$ cat src/rtl/nbp_pkg.sv
package nbp_pkg;
    localparam int DW = 16;

    localparam logic [DW-1:0] CMD_PROG_SETUP = 16'h00A0;
    localparam logic [DW-1:0] CMD_LEAVE_A    = 16'h0090;
    localparam logic [DW-1:0] CMD_LEAVE_B    = 16'h0000;

    typedef enum logic [2:0] {
        ST_IDLE,
        ST_SETUP,
        ST_DATA,
        ST_POLL,
        ST_CONFIRM,
        ST_LEAVE_A,
        ST_LEAVE_B
    } seq_state_e;
endpackage

$ cat src/rtl/nbp_bus_engine.sv
module nbp_bus_engine #(
    parameter int AW      = 20,
    parameter int DW      = 16,
    parameter int WE_CLKS = 3,
    parameter int RD_CLKS = 2
) (
    input  logic          clk,
    input  logic          rst_n,
    input  logic          start,
    input  logic          is_wr,
    input  logic [AW-1:0] op_addr,
    input  logic [DW-1:0] op_wdata,
    output logic          op_done,
    output logic [DW-1:0] op_rdata,
    output logic [AW-1:0] bus_addr,
    output logic [DW-1:0] bus_dout,
    input  logic [DW-1:0] bus_din,
    output logic          bus_we_n,
    output logic          bus_oe_n
);
    localparam int MAXC = (WE_CLKS > RD_CLKS) ? WE_CLKS : RD_CLKS;
    localparam int CW   = (MAXC > 1) ? $clog2(MAXC + 1) : 1;

    typedef struct packed {
        logic          active;
        logic          wr;
        logic [CW-1:0] cnt;
        logic [AW-1:0] addr;
        logic [DW-1:0] dout;
        logic          we_n;
        logic          oe_n;
        logic          done;
        logic [DW-1:0] rdata;
    } eng_s;

    eng_s q, d;

    always_comb begin
        d      = q;
        d.done = 1'b0;
        if (!q.active) begin
            if (start) begin
                d.active = 1'b1;
                d.wr     = is_wr;
                d.addr   = op_addr;
                d.dout   = op_wdata;
                d.cnt    = is_wr ? CW'(WE_CLKS - 1) : CW'(RD_CLKS - 1);
                d.we_n   = !is_wr;
                d.oe_n   = is_wr;
            end
        end else if (q.cnt == '0) begin
            d.active = 1'b0;
            d.we_n   = 1'b1;
            d.oe_n   = 1'b1;
            d.done   = 1'b1;
            if (!q.wr) begin
                d.rdata = bus_din;
            end
        end else begin
            d.cnt = q.cnt - 1'b1;
        end
    end

    always_ff @(posedge clk) begin
        if (!rst_n) begin
            q      <= '0;
            q.we_n <= 1'b1;
            q.oe_n <= 1'b1;
        end else begin
            q <= d;
        end
    end

    assign op_done  = q.done;
    assign op_rdata = q.rdata;
    assign bus_addr = q.addr;
    assign bus_dout = q.dout;
    assign bus_we_n = q.we_n;
    assign bus_oe_n = q.oe_n;

    p_strobe_excl_r11: assert property (@(posedge clk) disable iff (!rst_n)
        !(!bus_we_n && !bus_oe_n));

    p_wr_hold_r3: assert property (@(posedge clk) disable iff (!rst_n)
        (!bus_we_n && $past(!bus_we_n)) |-> ($stable(bus_addr) && $stable(bus_dout)));

    p_start_when_idle: assert property (@(posedge clk) disable iff (!rst_n)
        start |-> (bus_we_n && bus_oe_n));
endmodule

$ cat src/rtl/nbp_poll_ctr.sv
module nbp_poll_ctr #(
    parameter int MAX_POLLS = 8
) (
    input  logic clk,
    input  logic rst_n,
    input  logic clr,
    input  logic inc,
    output logic at_limit
);
    localparam int PW = $clog2(MAX_POLLS + 1);

    logic [PW-1:0] cnt_q, cnt_d;

    always_comb begin
        cnt_d = cnt_q;
        if (clr) begin
            cnt_d = '0;
        end else if (inc) begin
            cnt_d = cnt_q + 1'b1;
        end
    end

    always_ff @(posedge clk) begin
        if (!rst_n) begin
            cnt_q <= '0;
        end else begin
            cnt_q <= cnt_d;
        end
    end

    assign at_limit = (cnt_q >= PW'(MAX_POLLS));

    p_poll_bound_r7: assert property (@(posedge clk) disable iff (!rst_n)
        cnt_q <= PW'(MAX_POLLS));

    p_no_inc_at_limit_r7: assert property (@(posedge clk) disable iff (!rst_n)
        (inc && !clr) |-> !at_limit);
endmodule

$ cat src/rtl/nor_bypass_prog_seq.sv
module nor_bypass_prog_seq #(
    parameter int              AW        = 20,
    parameter logic [AW-1:0]   BASE_ADDR = '0,
    parameter int              WE_CLKS   = 3,
    parameter int              RD_CLKS   = 2,
    parameter int              MAX_POLLS = 8
) (
    input  logic          clk,
    input  logic          rst_n,
    input  logic          req_valid,
    output logic          req_ready,
    input  logic          req_exit,
    input  logic [AW-1:0] req_addr,
    input  logic [15:0]   req_data,
    output logic [AW-1:0] bus_addr,
    output logic [15:0]   bus_dout,
    input  logic [15:0]   bus_din,
    output logic          bus_we_n,
    output logic          bus_oe_n,
    output logic          done,
    output logic          err
);
    import nbp_pkg::*;

    typedef struct packed {
        seq_state_e    st;
        logic [AW-1:0] addr;
        logic [DW-1:0] data;
        logic          done;
        logic          err;
    } seq_s;

    seq_s q, d;

    logic          eng_start, eng_wr, eng_done;
    logic [AW-1:0] eng_addr;
    logic [DW-1:0] eng_wdata, eng_rdata;
    logic          pc_clr, pc_inc, pc_limit;

    nbp_bus_engine #(
        .AW(AW), .DW(DW), .WE_CLKS(WE_CLKS), .RD_CLKS(RD_CLKS)
    ) u_eng (
        .clk(clk), .rst_n(rst_n),
        .start(eng_start), .is_wr(eng_wr),
        .op_addr(eng_addr), .op_wdata(eng_wdata),
        .op_done(eng_done), .op_rdata(eng_rdata),
        .bus_addr(bus_addr), .bus_dout(bus_dout), .bus_din(bus_din),
        .bus_we_n(bus_we_n), .bus_oe_n(bus_oe_n)
    );

    nbp_poll_ctr #(.MAX_POLLS(MAX_POLLS)) u_pc (
        .clk(clk), .rst_n(rst_n),
        .clr(pc_clr), .inc(pc_inc), .at_limit(pc_limit)
    );

    always_comb begin
        d         = q;
        d.done    = 1'b0;
        d.err     = 1'b0;
        eng_start = 1'b0;
        eng_wr    = 1'b0;
        eng_addr  = BASE_ADDR;
        eng_wdata = '0;
        pc_clr    = 1'b0;
        pc_inc    = 1'b0;
        unique case (q.st)
            ST_IDLE: begin
                if (req_valid) begin
                    d.addr    = req_addr;
                    d.data    = req_data;
                    pc_clr    = 1'b1;
                    eng_start = 1'b1;
                    eng_wr    = 1'b1;
                    if (req_exit) begin
                        eng_wdata = CMD_LEAVE_A;
                        d.st      = ST_LEAVE_A;
                    end else begin
                        eng_wdata = CMD_PROG_SETUP;
                        d.st      = ST_SETUP;
                    end
                end
            end
            ST_SETUP: begin
                if (eng_done) begin
                    eng_start = 1'b1;
                    eng_wr    = 1'b1;
                    eng_addr  = q.addr;
                    eng_wdata = q.data;
                    d.st      = ST_DATA;
                end
            end
            ST_DATA: begin
                if (eng_done) begin
                    eng_start = 1'b1;
                    eng_addr  = q.addr;
                    pc_inc    = 1'b1;
                    d.st      = ST_POLL;
                end
            end
            ST_POLL: begin
                if (eng_done) begin
                    if (eng_rdata[7] == q.data[7]) begin
                        eng_start = 1'b1;
                        eng_addr  = q.addr;
                        d.st      = ST_CONFIRM;
                    end else if (pc_limit) begin
                        d.err = 1'b1;
                        d.st  = ST_IDLE;
                    end else begin
                        eng_start = 1'b1;
                        eng_addr  = q.addr;
                        pc_inc    = 1'b1;
                    end
                end
            end
            ST_CONFIRM: begin
                if (eng_done) begin
                    if (eng_rdata == q.data) begin
                        d.done = 1'b1;
                    end else begin
                        d.err = 1'b1;
                    end
                    d.st = ST_IDLE;
                end
            end
            ST_LEAVE_A: begin
                if (eng_done) begin
                    eng_start = 1'b1;
                    eng_wr    = 1'b1;
                    eng_wdata = CMD_LEAVE_B;
                    d.st      = ST_LEAVE_B;
                end
            end
            ST_LEAVE_B: begin
                if (eng_done) begin
                    d.done = 1'b1;
                    d.st   = ST_IDLE;
                end
            end
            default: d.st = ST_IDLE;
        endcase
    end

    always_ff @(posedge clk) begin
        if (!rst_n) begin
            q    <= '0;
            q.st <= ST_IDLE;
        end else begin
            q <= d;
        end
    end

    assign req_ready = (q.st == ST_IDLE);
    assign done      = q.done;
    assign err       = q.err;

    p_busy_not_ready_r10: assert property (@(posedge clk) disable iff (!rst_n)
        (!bus_we_n || !bus_oe_n) |-> !req_ready);

    p_read_addr_r4: assert property (@(posedge clk) disable iff (!rst_n)
        !bus_oe_n |-> (bus_addr == q.addr));

    p_flags_excl_r5: assert property (@(posedge clk) disable iff (!rst_n)
        $onehot0({done, err}));

    p_flag_pulse_r5: assert property (@(posedge clk) disable iff (!rst_n)
        (done || err) |=> !(done || err));
endmodule

$ cat config.mk
export PLATFORM = sky130hd
export DESIGN_NAME = nor_bypass_prog_seq
export DESIGN_NICKNAME = d
export VERILOG_FILES = /design/src/rtl/nbp_pkg.sv /design/src/rtl/nbp_bus_engine.sv /design/src/rtl/nbp_poll_ctr.sv /design/src/rtl/nor_bypass_prog_seq.sv
export SDC_FILE = /design/constraint.sdc
export NUM_CORES = 1
export LEC_CHECK = 0
export BUFFER_PORTS_ARGS = -buffer_cell sky130_fd_sc_hd__buf_2
export CAP_MARGIN = 10
export CORE_MARGIN = 4
export CORE_UTILIZATION = 35
export CTS_CLUSTER_DIAMETER = 80
export CTS_CLUSTER_SIZE = 25
export DETAILED_ROUTE_END_ITERATION = 6
export GPL_TIMING_DRIVEN = 1
export RECOVER_POWER = 25
export SETUP_SLACK_MARGIN = 0.1
export SLEW_MARGIN = 5
export SYNTH_ARGS = -nofsm -noshare
export SYNTH_HDL_FRONTEND = slang
export SYNTH_SLANG_ARGS = --single-unit
$ cat constraint.sdc
create_clock -name clk -period 2.22 [get_ports clk]
set_clock_uncertainty 0.05 [all_clocks]
set_input_delay 0.444 -clock clk [delete_from_list [all_inputs] [get_ports clk]]
set_output_delay 0.444 -clock clk [all_outputs]
set_load 0.01 [all_outputs]
==> qor.yml <==
final_layout:
  fillers: 1243
  area_growth_pct: 14.7
  nNetsFinal: 632
  multi_input_area_um2: 1890
  final_common_cell: "nand2_1"
  diodes: 0
  final_cell_mix: "162 x nand2_1, 104 x dfxtp_1, 61 x a21oi_1, 61 x buf_2, 36 x clkbuf_1"
  regArea_um2: 2080
  drive_gt1_share_pct: 16.8
logic_synthesis:
  yosys_warnings: 0
  ys_ff_latch: 104
  syn-num-nets: 579
  avgSynthCellArea_um2: 8.45
  syn_inst: 520
  synth.yosys.seq_area_share_pct: 47.4
  async_flop_share_pct: 0
  synth_cell_types: 46
  synthFlopType: "dfxtp_1"
  netlist.area_leader.share_pct: 47.4
  netlist_area_um2: 4390
  ys_top_cells_by_area: "dfxtp_1 47%, nand2_1 14%, a21oi_1 7.0%"
  synth_edf_count: 0
  synth_largest_area_cell: "dfxtp_1"
die:
  start_util_pct: 36.1
  die_h_um: 120
  fp.coreArea_um2: 12200
  dieWidth_um: 120
  die-area_um2: 14400
  fp-row-count: 40
  pin_count: 97
sta:
  max_freq_ghz: 0.506
  setup_tns_ns: 0
  worst_pin_slew_ns: 1.14
  drv_slew: 0
  hold_violations: 0
  min_period_ns: 1.98
  fin_hold_ws_ns: 0.287
  setup_viol: 0
  fin_crit_sh_pct: 89.1
  slew_headroom_pct: 23.5
  rsz0062_at_grt: "no"
place:
  place_congestion: 0.899
  port_buffers: 96
  hpwl_mm: 7.59
setup_path:
  critPathLaunchType: "register"
  crit_arrival_ns: 2.15
  worstPathMaxFanout: 14
  required_ns: 2.40
  path_cells: "nand2_1, a21oi_1, a21oi_4, a22o_1"
  critical_path_class: "reg -> reg"
  max_stage_delay_ns: 0.58
  crit_path_top_delay_cell: "a21oi_1"
  end_kind: "register"
global_routing:
  antenna_found_initial: 0
  grt_pass1_vias: 3521
  gr-usage-all-layers_pct: 14.8
  grt_max_degree: 34
  grt_pass1_wl_mm: 17.1
  overflow: 0
clock_tree:
  clock-sinks: 104
  h-tree-depth: 3
  clk_pin_slew_ns: 0.07
  clock_latency_ns: 0.34
  numCtsBuffers: 9
  clockBufferDepth: 2
  cts-root-buf: "clkbuf_16"
  cts_tree: "done"
power:
  power_density_nw_per_um2: 856
  p_switching_w: 0.00119
  pwr-share-comb_pct: 16.3
  p_total_w: 0.00431
  switching_share_pct: 27.6
  leakage_nw: 1.98
  pwr-share-seq_pct: 48.1
  ir_drop_mv: 0.356
  clkPwrFrac_pct: 35.6
  p_int_w: 0.00312
drt:
  ant_nets: 0
  routedWlPerCell_um: 14.2
  dr.pass1.iters: 4
  first_iter_violations: 202
  vias_per_cell: 4.75
  drc: 0
  route.vias.total: 3545
  drt-total-wl_mm: 10.6
outcome:
  status: "completed"
hold_path:
  hold_path.class: "in -> reg"
job:
  max_cap_viol_count: 0
-- timing repair --
item / 4_1_cts / 5_1_grt
hold buffers: 0 / 0
gates resized for setup: 0 / 3
setup buffers: 0 / 0
setup endpoints to repair: 0 / 37
-- final cells by class --
type                            instances  area share (%)
Clock buffer                           13            5.37
Clock inverter                          3           0.447
Inverter                                6           0.447
Multi-Input combinational cell        343            37.6
Sequential cell                       104            41.3
Tap cell                              168            4.17
Timing Repair Buffer                  109            10.6
-- critical path, delay by kind of cell, from the launching register on --
kind | cells | cell delay [ns]
AO/OA/AOI/OAI | 3 | 1.13
flip-flops | 1 | 0.55
AND/OR/NAND/NOR | 1 | 0.13
-- sequential cells by signal (all words and copies together) (netlist names) --
signal / count
u_eng.bus_dout: 16
q: 39
u_eng.bus_oe_n: 1
u_pc.cnt_q: 4
u_eng.q: 4
u_eng.bus_we_n: 1
err: 1
u_eng.op_rdata: 16
u_eng.op_done: 1
u_eng.bus_addr: 20
done: 1
-- final timing paths --
check,startpoint,end,slack [ns],depth (start not counted)
worst max-delay path,q[38]$_SDFFE_PN0P_,u_eng.bus_dout[6]$_SDFFE_PN0P_,0.24,4
worst min-delay path,bus_din[12],u_eng.op_rdata[12]$_SDFFE_PN0P_,0.29,3
worst max register to register,q[38]$_SDFFE_PN0P_,u_eng.bus_dout[6]$_SDFFE_PN0P_,0.24,4
worst min register to register,q[29]$_SDFFE_PN0P_,u_eng.bus_addr[11]$_SDFFE_PN0P_,0.40,2
-- through the flow --
stage               cell area [um^2]  setup slack (ns)  instances  util [%]
CTS                             5060             0.122        746      41.6
global route                    5040            0.0882        746      41.4
global placement                4770             0.219        730      39.2
finish                          5040             0.242        746      41.4
floorplan                       4390             0.508        520         -
detailed placement              4770             0.171        730      39.2
-- Yosys cell counts, types with 4 or more instances --
master / count
nor2_1: 13
buf_4: 37
a22o_1: 14
xnor2_1: 16
nand4_1: 6
nand2_1: 162
nor3_1: 4
buf_2: 5
clkbuf_1: 20
a21oi_1: 61
inv_1: 6
mux2i_1: 24
dfxtp_1: 104
-- power groups by stage --
stage	combinational, W	clock, W	sequential (W)
floorplan	0.000517	0	0.00208
finish	0.000701	0.00154	0.00207
global route	0.000782	0.00164	0.00209
detailed placement	0.000696	0	0.00211
CTS	0.000698	0.00157	0.00207
global placement	0.000685	0	0.00211
-- cells by family after synthesis --
family                   Yosys count  synth area share (%)
buffers and inverters             73                  10.1
AND/OR/NAND/NOR                  203                  19.0
multiplexers                      24                  5.47
AO/OA/AOI/OAI                     95                  13.4
adder cells (fa/ha/maj)            3                 0.855
XOR/XNOR                          18                  3.76
flip-flops                       104                  47.4
-- metal layers --
layer | GRT usage [%] | up-vias | part of all wire [%]
li1 | - | 1786 | -
met1 | 18.2 | 1649 | 44
met2 | 24.9 | 98 | 49
met3 | 3.49 | 12 | 6.4
met4 | 5.65 | 0 | 1.5
met5 | 0 | - | 0
No activity file was read; power rests on OpenSTA's default activity.
